**src/rtl/cfg_boot_pkg.sv**
```systemverilog
package cfg_boot_pkg;

    localparam int          CRC_W     = 32;
    localparam logic [31:0] CRC_POLY  = 32'h04C1_1DB7;
    localparam int          PRE_BYTES = 3;
    localparam int          CRC_BYTES = CRC_W / 8;

    typedef enum logic [3:0] {
        ST_SAMPLE,
        ST_OFF,
        ST_PRE,
        ST_REC,
        ST_WR,
        ST_WAIT,
        ST_CRC,
        ST_DONE,
        ST_FAIL
    } boot_st_e;

endpackage

```
**src/rtl/cfgb_crc_step.sv**
```systemverilog
module cfgb_crc_step #(
    parameter int          W    = 32,
    parameter logic [W-1:0] POLY = 32'h04C1_1DB7
) (
    input  logic [W-1:0] crc_i,
    input  logic [7:0]   byte_i,
    output logic [W-1:0] crc_o
);
    logic [W-1:0] stage [0:8];

    assign stage[0] = crc_i;

    for (genvar g = 0; g < 8; g++) begin : g_bit
        logic fb;
        assign fb           = stage[g][W-1] ^ byte_i[7-g];
        assign stage[g + 1] = {stage[g][W-2:0], 1'b0} ^ (fb ? POLY : '0);
    end

    assign crc_o = stage[8];
endmodule

```
**src/rtl/cfgb_byte_collect.sv**
```systemverilog
module cfgb_byte_collect #(
    parameter  int NBYTES = 8,
    localparam int SH_W   = 8 * NBYTES,
    localparam int CW     = $clog2(NBYTES + 1)
) (
    input  logic            clk,
    input  logic            rst_n,
    input  logic            push,
    input  logic            clr,
    input  logic [7:0]      byte_i,
    output logic [SH_W-1:0] sh_o,
    output logic [CW-1:0]   cnt_o
);
    typedef struct packed {
        logic [SH_W-1:0] sh;
        logic [CW-1:0]   cnt;
    } col_t;

    col_t col_d, col_q;

    always_comb begin
        col_d = col_q;
        if (push) begin
            col_d.sh = {col_q.sh[SH_W-9:0], byte_i};
        end
        if (clr) begin
            col_d.cnt = '0;
        end else if (push) begin
            col_d.cnt = col_q.cnt + 1'b1;
        end
    end

    always_ff @(posedge clk or negedge rst_n) begin
        if (!rst_n) begin
            col_q <= '0;
        end else begin
            col_q <= col_d;
        end
    end

    assign sh_o  = col_q.sh;
    assign cnt_o = col_q.cnt;
endmodule

```
**src/rtl/cfg_boot_loader.sv**
```systemverilog
module cfg_boot_loader
    import cfg_boot_pkg::*;
#(
    parameter int                ROM_AW   = 16,
    parameter int                REG_AW   = 32,
    parameter int                REG_DW   = 32,
    parameter logic [23:0]       PREAMBLE = 24'hAA55C3,
    parameter logic [ROM_AW-1:0] ROM_BASE = '0
) (
    input  logic              clk,
    input  logic              rst_n,
    input  logic              strap_en,
    output logic              rd_req,
    output logic [ROM_AW-1:0] rd_addr,
    input  logic              rd_ack,
    input  logic [7:0]        rd_data,
    output logic              wr_valid,
    output logic [REG_AW-1:0] wr_addr,
    output logic [REG_DW-1:0] wr_data,
    input  logic              wr_ready,
    output logic              core_rst_n,
    output logic              boot_done,
    output logic              boot_err
);
    localparam int REC_BYTES = (REG_AW + REG_DW) / 8;
    localparam int SH_W      = 8 * REC_BYTES;
    localparam int CW        = $clog2(REC_BYTES + 1);
    localparam logic [REG_AW-1:0] END_MARK = '1;

    typedef struct packed {
        boot_st_e          st;
        logic [ROM_AW-1:0] addr;
        logic [CRC_W-1:0]  crc;
    } regs_t;

    regs_t r_d, r_q;

    logic [SH_W-1:0]  sh_q;
    logic [SH_W-1:0]  sh_new;
    logic [CW-1:0]    cnt_q;
    logic             push;
    logic             clr;
    logic [CRC_W-1:0] crc_next;

    assign rd_req = (r_q.st == ST_PRE) || (r_q.st == ST_REC) || (r_q.st == ST_CRC);
    assign push   = rd_req && rd_ack;
    assign sh_new = {sh_q[SH_W-9:0], rd_data};

    cfgb_byte_collect #(.NBYTES(REC_BYTES)) u_collect (
        .clk    (clk),
        .rst_n  (rst_n),
        .push   (push),
        .clr    (clr),
        .byte_i (rd_data),
        .sh_o   (sh_q),
        .cnt_o  (cnt_q)
    );

    cfgb_crc_step #(.W(CRC_W), .POLY(CRC_POLY)) u_crc (
        .crc_i  (r_q.crc),
        .byte_i (rd_data),
        .crc_o  (crc_next)
    );

    always_comb begin
        r_d      = r_q;
        clr      = 1'b0;
        wr_valid = 1'b0;
        if (push) begin
            r_d.addr = r_q.addr + 1'b1;
        end
        unique case (r_q.st)
            ST_SAMPLE: r_d.st = strap_en ? ST_PRE : ST_OFF;
            ST_PRE: begin
                if (push) begin
                    r_d.crc = crc_next;
                    if (cnt_q == CW'(PRE_BYTES - 1)) begin
                        clr    = 1'b1;
                        r_d.st = (sh_new[23:0] == PREAMBLE) ? ST_REC : ST_FAIL;
                    end
                end
            end
            ST_REC: begin
                if (push) begin
                    r_d.crc = crc_next;
                    if (cnt_q == CW'(REC_BYTES - 1)) begin
                        clr    = 1'b1;
                        r_d.st = (sh_new[SH_W-1 -: REG_AW] == END_MARK) ? ST_CRC : ST_WR;
                    end
                end
            end
            ST_WR: begin
                wr_valid = 1'b1;
                r_d.st   = wr_ready ? ST_REC : ST_WAIT;
            end
            ST_WAIT: begin
                if (wr_ready) begin
                    r_d.st = ST_REC;
                end
            end
            ST_CRC: begin
                if (push && (cnt_q == CW'(CRC_BYTES - 1))) begin
                    clr    = 1'b1;
                    r_d.st = (sh_new[CRC_W-1:0] == r_q.crc) ? ST_DONE : ST_FAIL;
                end
            end
            default: r_d.st = r_q.st;
        endcase
    end

    always_ff @(posedge clk or negedge rst_n) begin
        if (!rst_n) begin
            r_q.st   <= ST_SAMPLE;
            r_q.addr <= ROM_BASE;
            r_q.crc  <= '1;
        end else begin
            r_q <= r_d;
        end
    end

    assign rd_addr    = r_q.addr;
    assign wr_addr    = sh_q[SH_W-1 -: REG_AW];
    assign wr_data    = sh_q[REG_DW-1:0];
    assign boot_done  = (r_q.st == ST_DONE);
    assign boot_err   = (r_q.st == ST_FAIL);
    assign core_rst_n = (r_q.st == ST_DONE) || (r_q.st == ST_OFF);

    // request and address hold until the byte arrives
    p_rd_hold_r4: assert property (@(posedge clk) disable iff (!rst_n)
        (rd_req && !rd_ack) |=> (rd_req && $stable(rd_addr)));

    // one address step per transferred byte
    p_addr_step_r4: assert property (@(posedge clk) disable iff (!rst_n)
        (rd_req && rd_ack) |=> (rd_addr == $past(rd_addr) + 1'b1));

    // write pulse lasts exactly one cycle
    p_wr_pulse_r6: assert property (@(posedge clk) disable iff (!rst_n)
        wr_valid |=> !wr_valid);

    // no read while the write is still unaccepted
    p_no_read_wait_r6: assert property (@(posedge clk) disable iff (!rst_n)
        (wr_valid && !wr_ready) |=> !rd_req);

    // core stays held while the ROM is being read
    p_core_held_r3: assert property (@(posedge clk) disable iff (!rst_n)
        rd_req |-> !core_rst_n);

    // error is sticky and keeps the core held
    p_err_hold_r9: assert property (@(posedge clk) disable iff (!rst_n)
        boot_err |=> (boot_err && !core_rst_n));

    // done is sticky and keeps the core released
    p_done_hold_r9: assert property (@(posedge clk) disable iff (!rst_n)
        boot_done |=> (boot_done && core_rst_n && !rd_req));
endmodule

```
**config.mk**
```make
export PLATFORM = sky130hd
export DESIGN_NAME = cfg_boot_loader
export DESIGN_NICKNAME = d
export VERILOG_FILES = /design/src/rtl/cfg_boot_pkg.sv /design/src/rtl/cfgb_crc_step.sv /design/src/rtl/cfgb_byte_collect.sv /design/src/rtl/cfg_boot_loader.sv
export SDC_FILE = /design/constraint.sdc
export NUM_CORES = 1
export LEC_CHECK = 0
export CELL_PAD_IN_SITES_DETAIL_PLACEMENT = 0
export CELL_PAD_IN_SITES_GLOBAL_PLACEMENT = 1
export CORE_MARGIN = 3
export CORE_UTILIZATION = 47
export CTS_CLUSTER_DIAMETER = 30
export DETAILED_ROUTE_END_ITERATION = 16
export GPL_TIMING_DRIVEN = 0
export PLACE_DENSITY = 0.95
export SYNTH_ARGS = -nofsm -noshare
export SYNTH_HDL_FRONTEND = slang
export SYNTH_SLANG_ARGS = --single-unit
```
**constraint.sdc**
```tcl
create_clock -name clk -period 4.5 [get_ports clk]
set_clock_uncertainty 0.1 [all_clocks]
set_input_delay 0.45 -clock clk [delete_from_list [all_inputs] [get_ports clk]]
set_output_delay 0.45 -clock clk [all_outputs]
set_load 0.01 [all_outputs]
```
* After elaboration in Yosys (flattened, before gate mapping)
Index checks and enable logic that the tools add are counted.
** Storage, ports and cells
- Flip-flop bits (word level) :: 120
- Word-level logic and storage cells :: 83
** Operators by class
- Add/subtract/negate cells :: 2
- Equal/unequal tests :: 20
- Mux-type cells :: 29
- Bitwise logic cells :: 16
- Reduce and logical (&&, ||, !) cells :: 11
** Operators with widths (count)
- 32-bit XOR :: 8
- 27-bit 2-to-1 mux :: 8
- 4-bit 2-to-1 mux :: 10
- 32-bit equality test :: 1
- 32-bit equality test (second input constant) :: 1
- 24-bit equality test (second input constant) :: 1
- 4-bit case mux with 6 select lines :: 1
- 4-bit by 3-bit equality test with 1-bit output (second input constant) :: 5
- 16-bit by 1-bit adder with 16-bit output (second input constant) :: 1
- 4-bit by 2-bit equality test with 1-bit output (second input constant) :: 4
- 1-bit XOR :: 8
- 7-bit AND reduction :: 1
- 1-bit 2-to-1 mux :: 6
- 2-bit by 1-bit != test with 1-bit output (second input constant) :: 3
- 2-bit != test (second input constant) :: 3
- 6-bit nonzero test :: 1
- 4-bit by 1-bit adder with 4-bit output (second input constant) :: 1
- 4-bit by 1-bit equality test with 1-bit output (second input constant) :: 1
- 4-bit equality test (second input constant) :: 1
- 4-bit logical NOT :: 1
- 2-bit 2-to-1 mux :: 2
- 1-bit logical OR :: 3
- 3-bit 2-to-1 mux :: 1
- 1-bit case mux with 3 select lines :: 1
- 4 further kinds :: 5

* Longest topological paths before layout
Gate-level depths: netlist (run 1).
- Depth in word-level cells :: 24
- Gate-level depth with buffers :: 9
- Gate-level depth less buffers :: 8

* Cells and area by module
Synthesis (run 1) repeated with hierarchy kept, for this count alone.
** Unflattened totals
- Cell total of the unflattened synthesis :: 490
- Area total of the unflattened synthesis :: 6603.8 µm²
** Modules (own cells, without submodules)
- cfg_boot_loader :: instances 1, cells an instance 272, area an instance 3065.4 µm², sequential area each 1341.3 µm²
- cfgb_byte_collect :: instances 1, cells an instance 152, area an instance 2607.5 µm², sequential area each 1701.6 µm²
- cfgb_crc_step :: instances 1, cells an instance 66, area an instance 930.9 µm², sequential area each 0.0 µm²

* Worst setup path after synthesis (run 1)
No wires, ideal clock.
- Path type :: reg2reg
- From :: register u_collect.col_q (netlist bit u_collect.sh_o[5])
- To :: register r_q[49] (netlist bit)
- Setup time :: 0.077 ns
- Data arrival time :: 2.014 ns
- Data required time :: 4.323 ns
- Setup slack :: 2.308 ns
- Stages on the path, launching flop included :: 6
- Buffers on the path :: 0
- Period minus slack after synthesis :: 2.192 ns
- Cell sequence :: dfrtp_1 or4b_1 or4_4 o32a_1 o211a_1 a21oi_1
** Between the ends
- Cells in the longest elaborated chain, start to end :: 5
- Elaborated cells between the ends (all ways) :: 8
- Classes of those cells :: eq/ne: 2; mux: 6
** RTL lines
- start, declared :: line cfgb_byte_collect.sv:19 : col_t col_d, col_q;
- start signal, assigned :: line cfgb_byte_collect.sv:37 : col_q <= col_d;
- 24-bit equality test :: line cfg_boot_loader.sv:79 : r_d.st = (sh_new[23:0] == PREAMBLE) ? ST_REC : ST_FAIL;
- 4-bit 2-to-1 mux :: line cfg_boot_loader.sv:79
- 4-bit 2-to-1 mux :: line cfg_boot_loader.sv:77 : if (cnt_q == CW'(PRE_BYTES - 1)) begin
- 4-bit 2-to-1 mux :: line cfg_boot_loader.sv:75 : if (push) begin
- 4-bit case mux with 6 select lines * :: line cfg_boot_loader.sv:72 : unique case (r_q.st)
- end signal, assigned :: line cfg_boot_loader.sv:117 : r_q <= r_d;
- end, declared :: line cfg_boot_loader.sv:36 : regs_t r_d, r_q;
Every way passes the cells marked *; elsewhere a longest branch is shown, timed or not. The select of a mux whose other input is x is not followed.
A chain may end at the register's enable or synchronous reset.

* Worst setup path after layout (run 1)
- From :: register r_q[50] (netlist bit)
- To :: output port wr_valid
** Between the ends
- Cells in the longest elaborated chain, start to end :: 2
** RTL lines
- 4-bit by 3-bit equality test with 1-bit output :: line cfg_boot_loader.sv:72
- 1-bit 2-to-1 mux :: line cfg_boot_loader.sv:72
- end, declared :: line cfg_boot_loader.sv:17 : output logic wr_valid,
Every way passes these cells.

==> out/metrics.yaml, run 1 <==
leakage_nw: 3.39
grt_max_degree: 86
htreeDepth: 4
finalHoldViolations: 0
yosysSeqAreaShare_pct: 48.6
nNetsFinal: 657
seqPwrFrac_pct: 31.8
reg2regPathDepth: 7
crit_required_ns: 3.95
dp.cells: 793
drt-total-wl_mm: 15.7
final_common_cell: "clkdlybuf4s50_1"
drive_above_1_share_pct: 27.7
hold_path_end: "rd_addr[15]"
crit_path_max_fanout: 10
fmax_mhz: 371
p_total_mw: 7.13
async_reset_ff_share_pct: 100
p_sw_mw: 2.73
cts_tree: "yes"
final_cells: 826
grt_pass1_vias: 4679
pre_cts_slack_ns: 1.56
coreArea_mm2: 0.0128
port_buffers: 97
drt_pass1_iterations: 4
setup_viol: 0
antenna_found_initial: 0
grt_overflow_total: 0
clkTransAtPathRegs_ns: 0.06
synth_nets: 539
ios: 98
ys_types: 49
start_util_pct: 48.8
min_path_type: "reg -> reg"
fin_area_mm2: 0.00812
cap_violations: 0
cts_setup_buffers: 0
drc: 0
yosysWarnings: 0
worstMarginPinSlew_ns: 0.648
die_h_um: 121
synth_area_mm2: 0.00626
fin_ws_ns: 1.80
power_density_mw_per_mm2: 879
internal_power_mw: 4.40
final_cell_mix: "clkdlybuf4s50_1, dfrtp_1, mux2_2"
antenna_left: 0
rows: 41
routed-via-count: 4514
cts_sinks: 120
pwr-share-comb_pct: 48.0
cts_buffer_depth: 2
critical_path_class: "reg -> out"
slew_viol_final: 0
swShare_pct: 38.3
gp_congestion: 0.845
areaGrowthSynthToFinish_pct: 29.5
die_w_um: 121
place_area_mm2: 0.00748
reg2reg_to: "r_q[50]"
max_slew_margin_pct: 56.8
grt_pass1_wl_mm: 25.4
synth_area_leaders: "dfrtp_1, dfstp_2, mux2_2"
r2r-start: "u_collect.cnt_o[0]"
drt-initial-drc-count: 353
rrSetupSlack_ns: 2.06
finalCritPeriodShare_pct: 59.9
design.die.area_mm2: 0.0148
vias_per_cell: 5.46
gr-usage-all-layers_pct: 22.4
ir_worst_vdd_v: 0.000564
outcome: "finished clean"
root_buffer: "clkbuf_16"
pwr-share-clk_pct: 20.2
finalCriticalPeriod_ns: 2.70
rsz0062_at_grt: "false"
synth_top_area_cell: "dfrtp_1"
ys_ff_latch: 120
endpoint_kind: "output port"
ys.flop_type: "dfrtp_1"
n_antenna_cell: 0
drt-wirelength-per-cell_um: 19.0
holdPathStages: 1
clkLatencyLatePin_ns: 0.42
hp-start: "rd_addr[15]"
setup_tns_ns: 0
synth_edf_count: 0
synthDominantCellAreaShare_pct: 35.2
startpoint_type: "flip-flop"
arrival_ns: 2.15
numCtsBuffers: 17
syn_avg_cell_area_um2: 12.0
hpwl_mm: 11.3
synthesis.instances: 523
worst max-delay path, stage by stage, from the launching register on:
cell and delay, ns:
dfrtp_1 0.42, buf_2 0.23, nand2b_1 0.10, nor3_1 0.36
clkdlybuf4s50_1 0.62
cells by family (layout without fill, tap and decap cells):
kind of cell | Yosys count | count (layout) | synth area share (%)
multiplexers | 72 | 72 | 12.9
adder cells (fa/ha/maj) | 3 | 3 | 0.599
flip-flops | 120 | 120 | 48.6
AND/OR/NAND/NOR | 120 | 120 | 10.1
AO/OA/AOI/OAI | 44 | 44 | 4.03
XOR/XNOR | 125 | 125 | 20.3
buffers and inverters | 39 | 170 | 3.48
sequential cells by signal (all words and copies together) (netlist names):
| signal | count |
|---|---|
| r_q | 36 |
| rd_addr | 16 |
| u_collect.cnt_o | 4 |
| u_collect.sh_o | 64 |
cell usage after synthesis, types with 2 or more instances:
cell and n:
dfrtp_1 88, mux2_2 71, xnor2_1 56, xor2_1 53, nand2_1 44, dfstp_2 32, o21ai_0 22, buf_4 16
nand4_1 16, nor2_1 15, nor4_1 10, buf_2 9, clkbuf_1 8, o21ai_1 7, xnor2_2 7, nand3_1 6
a21oi_1 5, nand2b_1 5, inv_1 4, xor2_2 4, xor2_4 4, and3_1 3, ha_1 3, nor3b_1 3
and2_1 2, buf_1 2, nor2b_1 2, nor3_1 2, nor4b_1 2, nor4bb_1 2, o31ai_1 2
power by group through the flow:
stage	Clock (mW)	Combinational, mW	Sequential, mW
CTS	1.45	3.44	2.26
global placement	0	3.30	2.24
floorplan	0	2.23	2.18
detailed placement	0	3.39	2.26
finish	1.44	3.43	2.27
global route	1.51	3.72	2.33
layout make-up:
| class | instances | area [µm²] |
|---|---|---|
| sequential | 120 | 3040 |
| fill | 1010 | 4710 |
| inverter | 4 | 15.0 |
| tap | 172 | 215 |
| buffer | 35 | 203 |
| multi-input combinational | 364 | 3000 |
| timing repair buffer | 99 | 1010 |
| clock buffer | 18 | 429 |
| clock inverter | 14 | 196 |
stage by stage:
| step | util [%] | hold WS, ns |
|---|---|---|
| detailed placement | 58.3 | 0.273 |
| CTS | 63.3 | 0.378 |
| global route | 63.3 | 0.418 |
| global placement | 58.1 | 0.362 |
| floorplan | - | 0.0544 |
| finish | 63.3 | 0.370 |
how the worst max path moves through the flow:
stage | from | to | slack, ns | cells after the start
after floorplan | u_collect.sh_o[5] | r_q[49] | 2.31 | 5
after global placement | rst_n | u_collect.sh_o[40] | -1.70 | 1
after detailed placement | rd_data[5] | r_q[49] | 1.56 | 7
after CTS | r_q[48] | wr_valid | 1.81 | 3
after global routing | r_q[50] | wr_valid | 1.66 | 4
final | r_q[50] | wr_valid | 1.80 | 4
metal layers:
metal / part of all wire [%] / wire (µm) / up-vias / GRT usage, %
li1: - / - / 2021 / -
met1: 42 / 6620 / 2308 / 30.1
met2: 49 / 7710 / 148 / 35.1
met3: 5.7 / 894 / 37 / 4.76
met4: 2.9 / 461 / 0 / 9.73
met5: 0 / 0 / - / 0
timing repair:
action,in CTS,in global routing
gates resized for setup,0,0
hold buffers,1,0
endpoints found under the hold margin,7,0
Note: power is estimated with default switching activity, not from simulation.
==> run 2, diff against run 1 <==
--- a/config.mk
+++ b/config.mk
@@ -8,11 +8,11 @@
 export CELL_PAD_IN_SITES_DETAIL_PLACEMENT = 0
 export CELL_PAD_IN_SITES_GLOBAL_PLACEMENT = 1
 export CORE_MARGIN = 3
-export CORE_UTILIZATION = 47
+export CORE_UTILIZATION = 39
 export CTS_CLUSTER_DIAMETER = 30
 export DETAILED_ROUTE_END_ITERATION = 16
 export GPL_TIMING_DRIVEN = 0
-export PLACE_DENSITY = 0.95
+export PLACE_DENSITY = 0.85
 export SYNTH_ARGS = -nofsm -noshare
 export SYNTH_HDL_FRONTEND = slang
 export SYNTH_SLANG_ARGS = --single-unit
==> constraint.sdc (replaced) <==
create_clock -name clk -period 2.3 [get_ports clk]
set_clock_uncertainty 0.1 [all_clocks]
set_input_delay 0.23 -clock clk [delete_from_list [all_inputs] [get_ports clk]]
set_output_delay 0.23 -clock clk [all_outputs]
set_load 0.01 [all_outputs]
==> run 2 against run 1 <==
  * Non-clock buffer count rose by 6
  * Wire length rose by 1.3%
  * Die area rose by 19%
  * Setup slack got worse by 1.8 ns
  * Total power rose by 95%
  * Largest power group unchanged
  * Register-to-register slack got worse by 2.1 ns
  * Worst hold slack got worse by 0.11 ns
  * Global-route usage fell by 4.1 points
  * First-iteration DRC count fell by 37%
  * Sequential power rose by 97%
==> out/metrics.yaml, run 2 (synthesis gave the netlist of run 1 again) <==
place_area_mm2: 0.00753
grt_pass1_wl_mm: 25.4
grt_overflow_total: 0
areaGrowthSynthToFinish_pct: 31.7
vias_per_cell: 5.08
finalCriticalPeriod_ns: 2.30
htreeDepth: 4
ios: 98
min_path_type: "in -> async"
port_buffers: 97
clkTransAtPathRegs_ns: 0.05
gr-usage-all-layers_pct: 18.3
pre_cts_slack_ns: -0.446
arrival_ns: 2.54
grt_pass1_vias: 4549
dp.cells: 832
hpwl_mm: 11.5
cts_sinks: 120
finalHoldViolations: 0
drt-total-wl_mm: 15.9
n_antenna_cell: 0
numCtsBuffers: 17
crit_required_ns: 2.54
leakage_nw: 3.47
setup_viol: 0
power_density_mw_per_mm2: 1680
clkLatencyLatePin_ns: 0.41
worstMarginPinSlew_ns: 0.643
fin_area_mm2: 0.00825
critical_path_class: "reg -> reg"
n_fill_cell: 1269
fin_util_pct: 53.3
outcome: "finished clean"
multi_input_area_mm2: 0.00305
finalCritPeriodShare_pct: 100
start_util_pct: 40.5
endpoint_kind: "flip-flop"
ff_latch_area_mm2: 0.00305
cts_tree: "yes"
die_w_um: 133
drc: 0
final_cells: 871
coreArea_mm2: 0.0155
root_buffer: "clkbuf_16"
hold_slack_ns: 0.258
cts_buffer_depth: 2
crit_path_max_fanout: 5
grt_max_degree: 62
drt-initial-drc-count: 222
rows: 45
max_slew_margin_pct: 56.7
ir_worst_vdd_v: 0.000826
slew_viol_final: 0
r2r-start: "u_collect.sh_o[7]"
final_cell_mix: "clkdlybuf4s50_1, dfrtp_1, mux2_2"
die_h_um: 133
drive_above_1_share_pct: 31.5
final_common_cell: "clkdlybuf4s50_1"
drt_pass1_iterations: 4
antenna_left: 0
gp_congestion: 0.892
cap_violations: 0
cp-startpoint: "u_collect.sh_o[7]"
fmax_mhz: 435
antenna_found_initial: 0
fin_ws_ns: 0.00106
rsz0062_at_grt: "true"
nNetsFinal: 663
startpoint_type: "flip-flop"
design.die.area_mm2: 0.0176
routed-via-count: 4429
drt-wirelength-per-cell_um: 18.3
largest_reg_flops: 64
## run 2: worst max-delay path: stages (launching register included)
cell and delay (ns):
dfrtp_2 0.43, or4b_4 0.52, or4_4 0.54, o32a_1 0.31, o211a_1 0.22, a21oi_2 0.11
## run 2: area by class of cell
class | instances | share of cell area [%]
clock buffer | 19 | 5.25
timing repair buffer | 106 | 12.9
clock inverter | 13 | 1.88
tap | 211 | 3.20
buffer | 34 | 2.50
sequential | 120 | 37.0
multi-input combinational | 364 | 37.0
inverter | 4 | 0.182
## run 2: path summary, 6_finish.rpt
kind	slack (ns)	depth (start not counted)	to
min	0.26	2	r_q[51]
min in group clk	0.35	2	u_collect.sh_o[5]
min reg2reg	0.38	2	r_q[2]
max reg2reg	0.001	5	r_q[49]
max	0.001	5	r_q[49]
max in group asynchronous	1.09	3	r_q[20]
## run 2: what timing repair did
item                       4_1_cts  5_1_grt
hold buffers                     1        0
setup buffers                    1        6
gates resized for setup         11       18
pin swaps                        2        2
setup endpoints to repair       69       32
hold endpoints to repair        59        0
## run 2: metal layers
| metal | track usage, % | vias to the layer above | part of all wire [%] |
|---|---|---|---|
| met4 | 6.29 | 0 | 1.6 |
| met2 | 28.5 | 138 | 47 |
| met3 | 4.60 | 19 | 5.4 |
| met1 | 25.0 | 2236 | 46 |
| li1 | - | 2036 | - |
| met5 | 0 | - | 0 |
## run 2: power breakdown
part	switching (mW)	internal, mW	total (mW)
logic	3.09	3.67	6.76
registers	1.24	3.23	4.48
clock network	0.954	1.69	2.65
total	5.29	8.60	13.9
## run 2: stage by stage
stage	total power [mW]	setup TNS (ns)
2_1_floorplan	8.64	0
3_3_place_gp	10.9	-403.40
5_1_grt	14.7	-0.0497
4_1_cts	13.8	0
3_5_place_dp	11.0	-12.92
6_report	13.9	0
